<file path="src/rtl/cblk_pkg.sv">
package cblk_pkg;

    localparam int ADDR_W  = 18;
    localparam int LINE_W  = 5;
    localparam int ROW_W   = LINE_W + 1;
    localparam int RATE_W  = 7;
    localparam int CNT_W   = 7;
    localparam int PHASE_W = 2;

    typedef enum logic [1:0] {
        KIND_OTHER0 = 2'd0,
        KIND_POS    = 2'd1,
        KIND_SETUP  = 2'd2,
        KIND_OTHER3 = 2'd3
    } cmd_kind_e;

    typedef struct packed {
        logic              show;
        logic              steady;
        logic [LINE_W-1:0] top;
        logic [LINE_W-1:0] bot;
        logic [ROW_W-1:0]  rows;
        logic              dbl;
    } cursor_shape_t;

    localparam logic [RATE_W-1:0] RATE_AT_RESET = RATE_W'(32);

    // Blink period from the 5-bit field: zero stands for 32, then doubled.
    function automatic logic [RATE_W-1:0] eff_rate(input logic [LINE_W-1:0] f);
        logic [RATE_W-1:0] base;
        base = (f == '0) ? RATE_W'(32) : RATE_W'(f);
        return base << 1;
    endfunction

endpackage

</file>
<file path="src/rtl/cblk_param_decoder.sv">
module cblk_param_decoder
    import cblk_pkg::*;
#(
    parameter int AW = ADDR_W
) (
    input  logic              clk,
    input  logic              rst,
    input  logic              master_mode,
    input  logic              cmd_start,
    input  logic [1:0]        cmd_kind,
    input  logic              prm_valid,
    input  logic [7:0]        prm_data,
    output logic [AW-1:0]     addr_q,
    output cursor_shape_t     shape_q,
    output logic [RATE_W-1:0] rate_q
);

    localparam int STEP_W = 2;
    localparam logic [STEP_W-1:0] STEP_DONE = 2'd3;

    cmd_kind_e         kind_q;
    logic [STEP_W-1:0] step_q;
    logic [7:0]        p2_q;
    logic              take;

    assign take = prm_valid && !cmd_start && (step_q != STEP_DONE);

    always_ff @(posedge clk) begin
        if (rst) begin
            kind_q        <= KIND_OTHER0;
            step_q        <= STEP_DONE;
            p2_q          <= '0;
            addr_q        <= '0;
            shape_q.show  <= 1'b1;
            shape_q.steady<= 1'b0;
            shape_q.top   <= '0;
            shape_q.bot   <= '0;
            shape_q.rows  <= ROW_W'(16);
            shape_q.dbl   <= 1'b0;
            rate_q        <= RATE_AT_RESET;
        end else if (cmd_start) begin
            kind_q <= cmd_kind_e'(cmd_kind);
            step_q <= '0;
        end else if (take) begin
            step_q <= step_q + 1'b1;
            unique case (kind_q)
                KIND_POS: begin
                    case (step_q)
                        2'd0:    addr_q[7:0]   <= prm_data;
                        2'd1:    addr_q[15:8]  <= prm_data;
                        default: addr_q[AW-1:16] <= prm_data[AW-17:0];
                    endcase
                end
                KIND_SETUP: begin
                    case (step_q)
                        2'd0: begin
                            shape_q.show <= prm_data[7];
                            shape_q.rows <= ROW_W'(prm_data[LINE_W-1:0]) + ROW_W'(1);
                            shape_q.dbl  <= !master_mode && (prm_data[LINE_W-1:0] != '0);
                        end
                        2'd1:    p2_q <= prm_data;
                        default: begin
                            shape_q.top    <= p2_q[4:0];
                            shape_q.steady <= p2_q[5];
                            shape_q.bot    <= prm_data[7:3];
                            rate_q         <= eff_rate({prm_data[2:0], p2_q[7:6]});
                        end
                    endcase
                end
                default: ;
            endcase
        end
    end

endmodule

</file>
<file path="src/rtl/cblk_blink_timer.sv">
module cblk_blink_timer
    import cblk_pkg::*;
#(
    parameter int CW = CNT_W,
    parameter int PW = PHASE_W
) (
    input  logic              clk,
    input  logic              rst,
    input  logic              frame_tick,
    input  logic [RATE_W-1:0] rate,
    output logic [PW-1:0]     phase_q
);

    logic [CW-1:0] cnt_q;
    logic [CW-1:0] cnt_nx;
    logic          hit;
    logic          wrap;

    assign cnt_nx = cnt_q + 1'b1;
    assign hit    = (cnt_nx == CW'(rate));
    assign wrap   = cnt_nx[CW-1];

    always_ff @(posedge clk) begin
        if (rst) begin
            cnt_q   <= '0;
            phase_q <= '0;
        end else if (frame_tick) begin
            if (hit) begin
                cnt_q   <= '0;
                phase_q <= phase_q + 1'b1;
            end else if (wrap) begin
                cnt_q <= '0;
            end else begin
                cnt_q <= cnt_nx;
            end
        end
    end

endmodule

</file>
<file path="src/rtl/cursor_blink_unit.sv">
module cursor_blink_unit
    import cblk_pkg::*;
(
    input  logic               clk,
    input  logic               rst,
    input  logic               master_mode,
    input  logic               cmd_start,
    input  logic [1:0]         cmd_kind,
    input  logic               prm_valid,
    input  logic [7:0]         prm_data,
    input  logic               frame_tick,
    output logic [ADDR_W-1:0]  csr_addr,
    output logic               csr_show,
    output logic               csr_steady,
    output logic [LINE_W-1:0]  csr_top,
    output logic [LINE_W-1:0]  csr_bot,
    output logic [ROW_W-1:0]   row_lines,
    output logic               dbl_scan,
    output logic [RATE_W-1:0]  blink_rate,
    output logic [PHASE_W-1:0] blink_phase,
    output logic               csr_visible
);

    cursor_shape_t shape;

    cblk_param_decoder #(.AW(ADDR_W)) u_dec (
        .clk        (clk),
        .rst        (rst),
        .master_mode(master_mode),
        .cmd_start  (cmd_start),
        .cmd_kind   (cmd_kind),
        .prm_valid  (prm_valid),
        .prm_data   (prm_data),
        .addr_q     (csr_addr),
        .shape_q    (shape),
        .rate_q     (blink_rate)
    );

    cblk_blink_timer #(.CW(CNT_W), .PW(PHASE_W)) u_tmr (
        .clk        (clk),
        .rst        (rst),
        .frame_tick (frame_tick),
        .rate       (blink_rate),
        .phase_q    (blink_phase)
    );

    assign csr_show    = shape.show;
    assign csr_steady  = shape.steady;
    assign csr_top     = shape.top;
    assign csr_bot     = shape.bot;
    assign row_lines   = shape.rows;
    assign dbl_scan    = shape.dbl;
    assign csr_visible = shape.show && (shape.steady || !blink_phase[PHASE_W-1]);

endmodule

</file>
<file path="config.mk">
export PLATFORM = sky130hd
export DESIGN_NAME = cursor_blink_unit
export DESIGN_NICKNAME = d
export VERILOG_FILES = /design/src/rtl/cblk_pkg.sv /design/src/rtl/cblk_param_decoder.sv /design/src/rtl/cblk_blink_timer.sv /design/src/rtl/cursor_blink_unit.sv
export SDC_FILE = /design/constraint.sdc
export NUM_CORES = 1
export LEC_CHECK = 0
export BUFFER_PORTS_ARGS = -buffer_cell sky130_fd_sc_hd__clkbuf_2
export CORE_ASPECT_RATIO = 1.75
export CORE_MARGIN = 3
export CORE_UTILIZATION = 51
export DETAILED_ROUTE_END_ITERATION = 10
export GPL_TIMING_DRIVEN = 0
export PLACE_DENSITY = 0.77
export SYNTH_ARGS = -nofsm -noshare
export SYNTH_HDL_FRONTEND = slang
export SYNTH_HIERARCHICAL = 1
export SYNTH_SLANG_ARGS = --single-unit
</file>
<file path="constraint.sdc">
create_clock -name clk -period 2.1 [get_ports clk]
set_input_delay 0.105 -clock clk [delete_from_list [all_inputs] [get_ports clk]]
set_output_delay 0.105 -clock clk [all_outputs]
set_load 0.005 [all_outputs]
</file>
==> results.cfg <==
[synth]
ys.flop_type = dfxtp_1
syn_area_um2 = 2920
synthArstFlopShare_pct = 0
avgSynthCellArea_um2 = 8.51
ys.warnings.count = 6
synth-edff-count = 0
synth-seq-cells = 63
synth_nets = 365
synth-seq-area-share_pct = 43.2
ys_types = 51
netlist_instances = 343

[critical_path]
cp_max_fo = 9
cp-end-kind = register
crit_slowest_cell = dfxtp_2
arrival_ps = 2240
critPathTopFamily = compound AO/OA/AOI/OAI gates
r2r-end = u_tmr/cnt_q[3]
required_ps = 2320
critPathKind = reg -> reg
rrSetupSlack_ps = 80
path_buf_inv = 0
path_cells = ha_4 > xor3_1 > o22ai_2 > nand4_4 > o31a_1 > a221o_1
slowest_delay_ps = 370
reg2regPathDepth = 6
r2r-start = u_tmr/cnt_q[0]
cp-start-kind = register

[power_and_ir_drop]
p_leak_nw = 1.36
ir_drop_v = 0.000496
powerDensity_nw_per_um2 = 768

[global_routing]
grtUsageMet3_pct = 4.33
grt_overflow = 0
grt_max_degree = 12
grt_pass1_vias = 2802
grt_first_pass_wirelength_um = 13000
grt_util_met1_pct = 23.9
grtUsageMet2_pct = 46.7
grtUsageTotal_pct = 24.6
grt_antenna_before_repair = 0
grt_most_used_layer = met2

[timing]
min_period_ps = 2020
fmax_ghz = 0.495
hold_viol = 0
fin_crit_sh_pct = 96.3
worst_pin_slew_ps = 687
rsz0062_at_grt = true
skew_ps = 6.66
slew_viol_final = 0
setup_viol = 0
slew_headroom_pct = 54.1
hold_ws_ps = 5.89

[floorplan]
die_h_um = 106
die-area_um2 = 6700
num_io_pins = 63
die_w_um = 63.2
row_count = 35
start_util_pct = 54.2
core_area_um2 = 5390

[final_layout]
drive_gt1_share_pct = 22.5
final_cells = 491
final_util_pct = 66.7
fin_area_um2 = 3590
antenna_cells = 0
nNetsFinal = 434
syn2layout_area_growth_pct = 23.1

[detailed_routing]
ant_nets = 0
vias = 2882
first_pass_iters = 5
wl_per_cell_um = 16.4
first_iter_violations = 168
route.detailed.drc = 0
avgViaCountPerCell = 5.87
wirelength_um = 8040

[placed_design]
gp_routability_congestion = 0.890
io_buffers = 57
placed_cells = 474
dp_hpwl_um = 5900
placedInstanceArea_um2 = 3300

[hold_path]
whs_path_depth = 3
hold_start = cmd_kind[1]
hold_path_class = in -> reg
worstHoldEndpoint = u_dec/kind_q[1]

[clock_tree]
cts_tree = yes
cts_root_buf = clkbuf_8
clk_latency_ps = 340
h-tree-depth = 3
cts.sinks = 63
clkSlewWorstSetupHoldPaths_ps = 70
cts_buffers = 9
clk_path_buf_depth = 2

[job]
maxCapViolCount = 0

[outcome]
status = finished clean
[cell families (layout without fill, tap and decap cells)]
logic type      after synthesis  count (layout)  share of synthesized area (%)
compound gates              116             116                           22.0
xor+xnor                     13              13                           4.42
fa+ha+maj                     6               6                           2.57
buf+inv                      39             113                           5.57
mux                           6               6                           2.14
other cells                   1               1                          0.129
flops                        63              63                           43.2
simple gates                 99              99                           20.0
[cell usage after synthesis, types with 3 or more instances]
cell,number,area share [%]
inv_1,8,1.0
o311ai_0,4,1.2
dfxtp_1,63,43
xnor2_1,8,2.4
clkbuf_1,25,3.2
ha_1,6,2.6
a21oi_1,49,8.4
and2_1,3,0.64
buf_2,3,0.51
nand2_1,6,0.77
nand4_1,4,0.86
xor2_1,4,1.2
mux2i_1,4,1.4
nor2_1,8,1.0
nor2b_1,5,1.1
nand3_1,50,8.6
o21ai_1,3,0.51
o21ai_0,49,8.4
[timing repair]
action,4_1_cts,5_1_grt
gates resized for setup,5,7
setup endpoints to repair,10,6
hold endpoints to repair,1,0
hold buffers,1,0
setup buffers,0,0
[flip-flops by register name (all words and copies together), names as in the netlist]
signal	count
u_dec/addr_q	18
u_dec/step_q	2
u_tmr/phase_q	2
u_dec/kind_q	2
u_dec/rate_q	6
u_dec/shape_q	19
u_tmr/cnt_q	6
u_dec/p2_q	8
[worst min-delay path, cell delays in order]
cell	delay, ps
clkbuf_2	70
mux2i_1	60
nor2_1	70
[worst max-delay path by stage]
stage | startpoint | endpoint | slack (ps) | depth (start not counted)
2_1_floorplan | u_tmr/cnt_q[0] | u_tmr/phase_q[1] | 130 | 6
3_3_place_gp | u_tmr/cnt_q[0] | u_tmr/phase_q[1] | -70 | 6
5_1_grt | u_dec/step_q[0] | u_dec/rate_q[6] | -10 | 6
3_5_place_dp | u_tmr/cnt_q[0] | u_tmr/phase_q[1] | -120 | 6
4_1_cts | u_tmr/cnt_q[1] | u_tmr/cnt_q[3] | 40 | 6
6_report | u_tmr/cnt_q[0] | u_tmr/cnt_q[3] | 80 | 6
[through the flow]
stage / TNS [ps] / total power, W / setup slack (ps)
global route: -14.3 / 0.00285 / -13.8
detailed placement: -335 / 0.00148 / -124
floorplan: 0 / 0.00140 / 131
finish: 0 / 0.00276 / 78.5
global placement: -118 / 0.00147 / -73.1
CTS: 0 / 0.00277 / 36.7
[area by class of cell]
cell class	instances	area [µm²]
fillers	475	1790
inverters	8	30.0
flip-flops and latches	63	1260
plain buffers	31	135
clock inverters	6	108
clock buffers	10	138
well taps	74	92.6
repair buffers	58	295
multi-input cells	241	1530
[routing by layer]
metal	up-vias	wire length, µm
met5	-	0
met4	0	286
met3	34	549
met2	137	4410
met1	1330	2790
li1	1381	-
[power by group]
part / switching, W / internal, W / total, W
registers: 0.0000161 / 0.00121 / 0.00123
clock network: 0.000470 / 0.000816 / 0.00129
logic: 0.000163 / 0.0000817 / 0.000245
total: 0.000650 / 0.00211 / 0.00276
[cells in the final DEF (no fill, tap or decap), types with 6 or more instances in the layout]
cell type / count
dfxtp_1: 60
clkbuf_2: 57
nand3_1: 50
o21ai_0: 49
a21oi_1: 48
clkbuf_1: 25
clkbuf_8: 10
inv_1: 8
xnor2_1: 8
nor2_1: 8
nand2_1: 6
No activity file was read; power rests on OpenSTA's default activity.
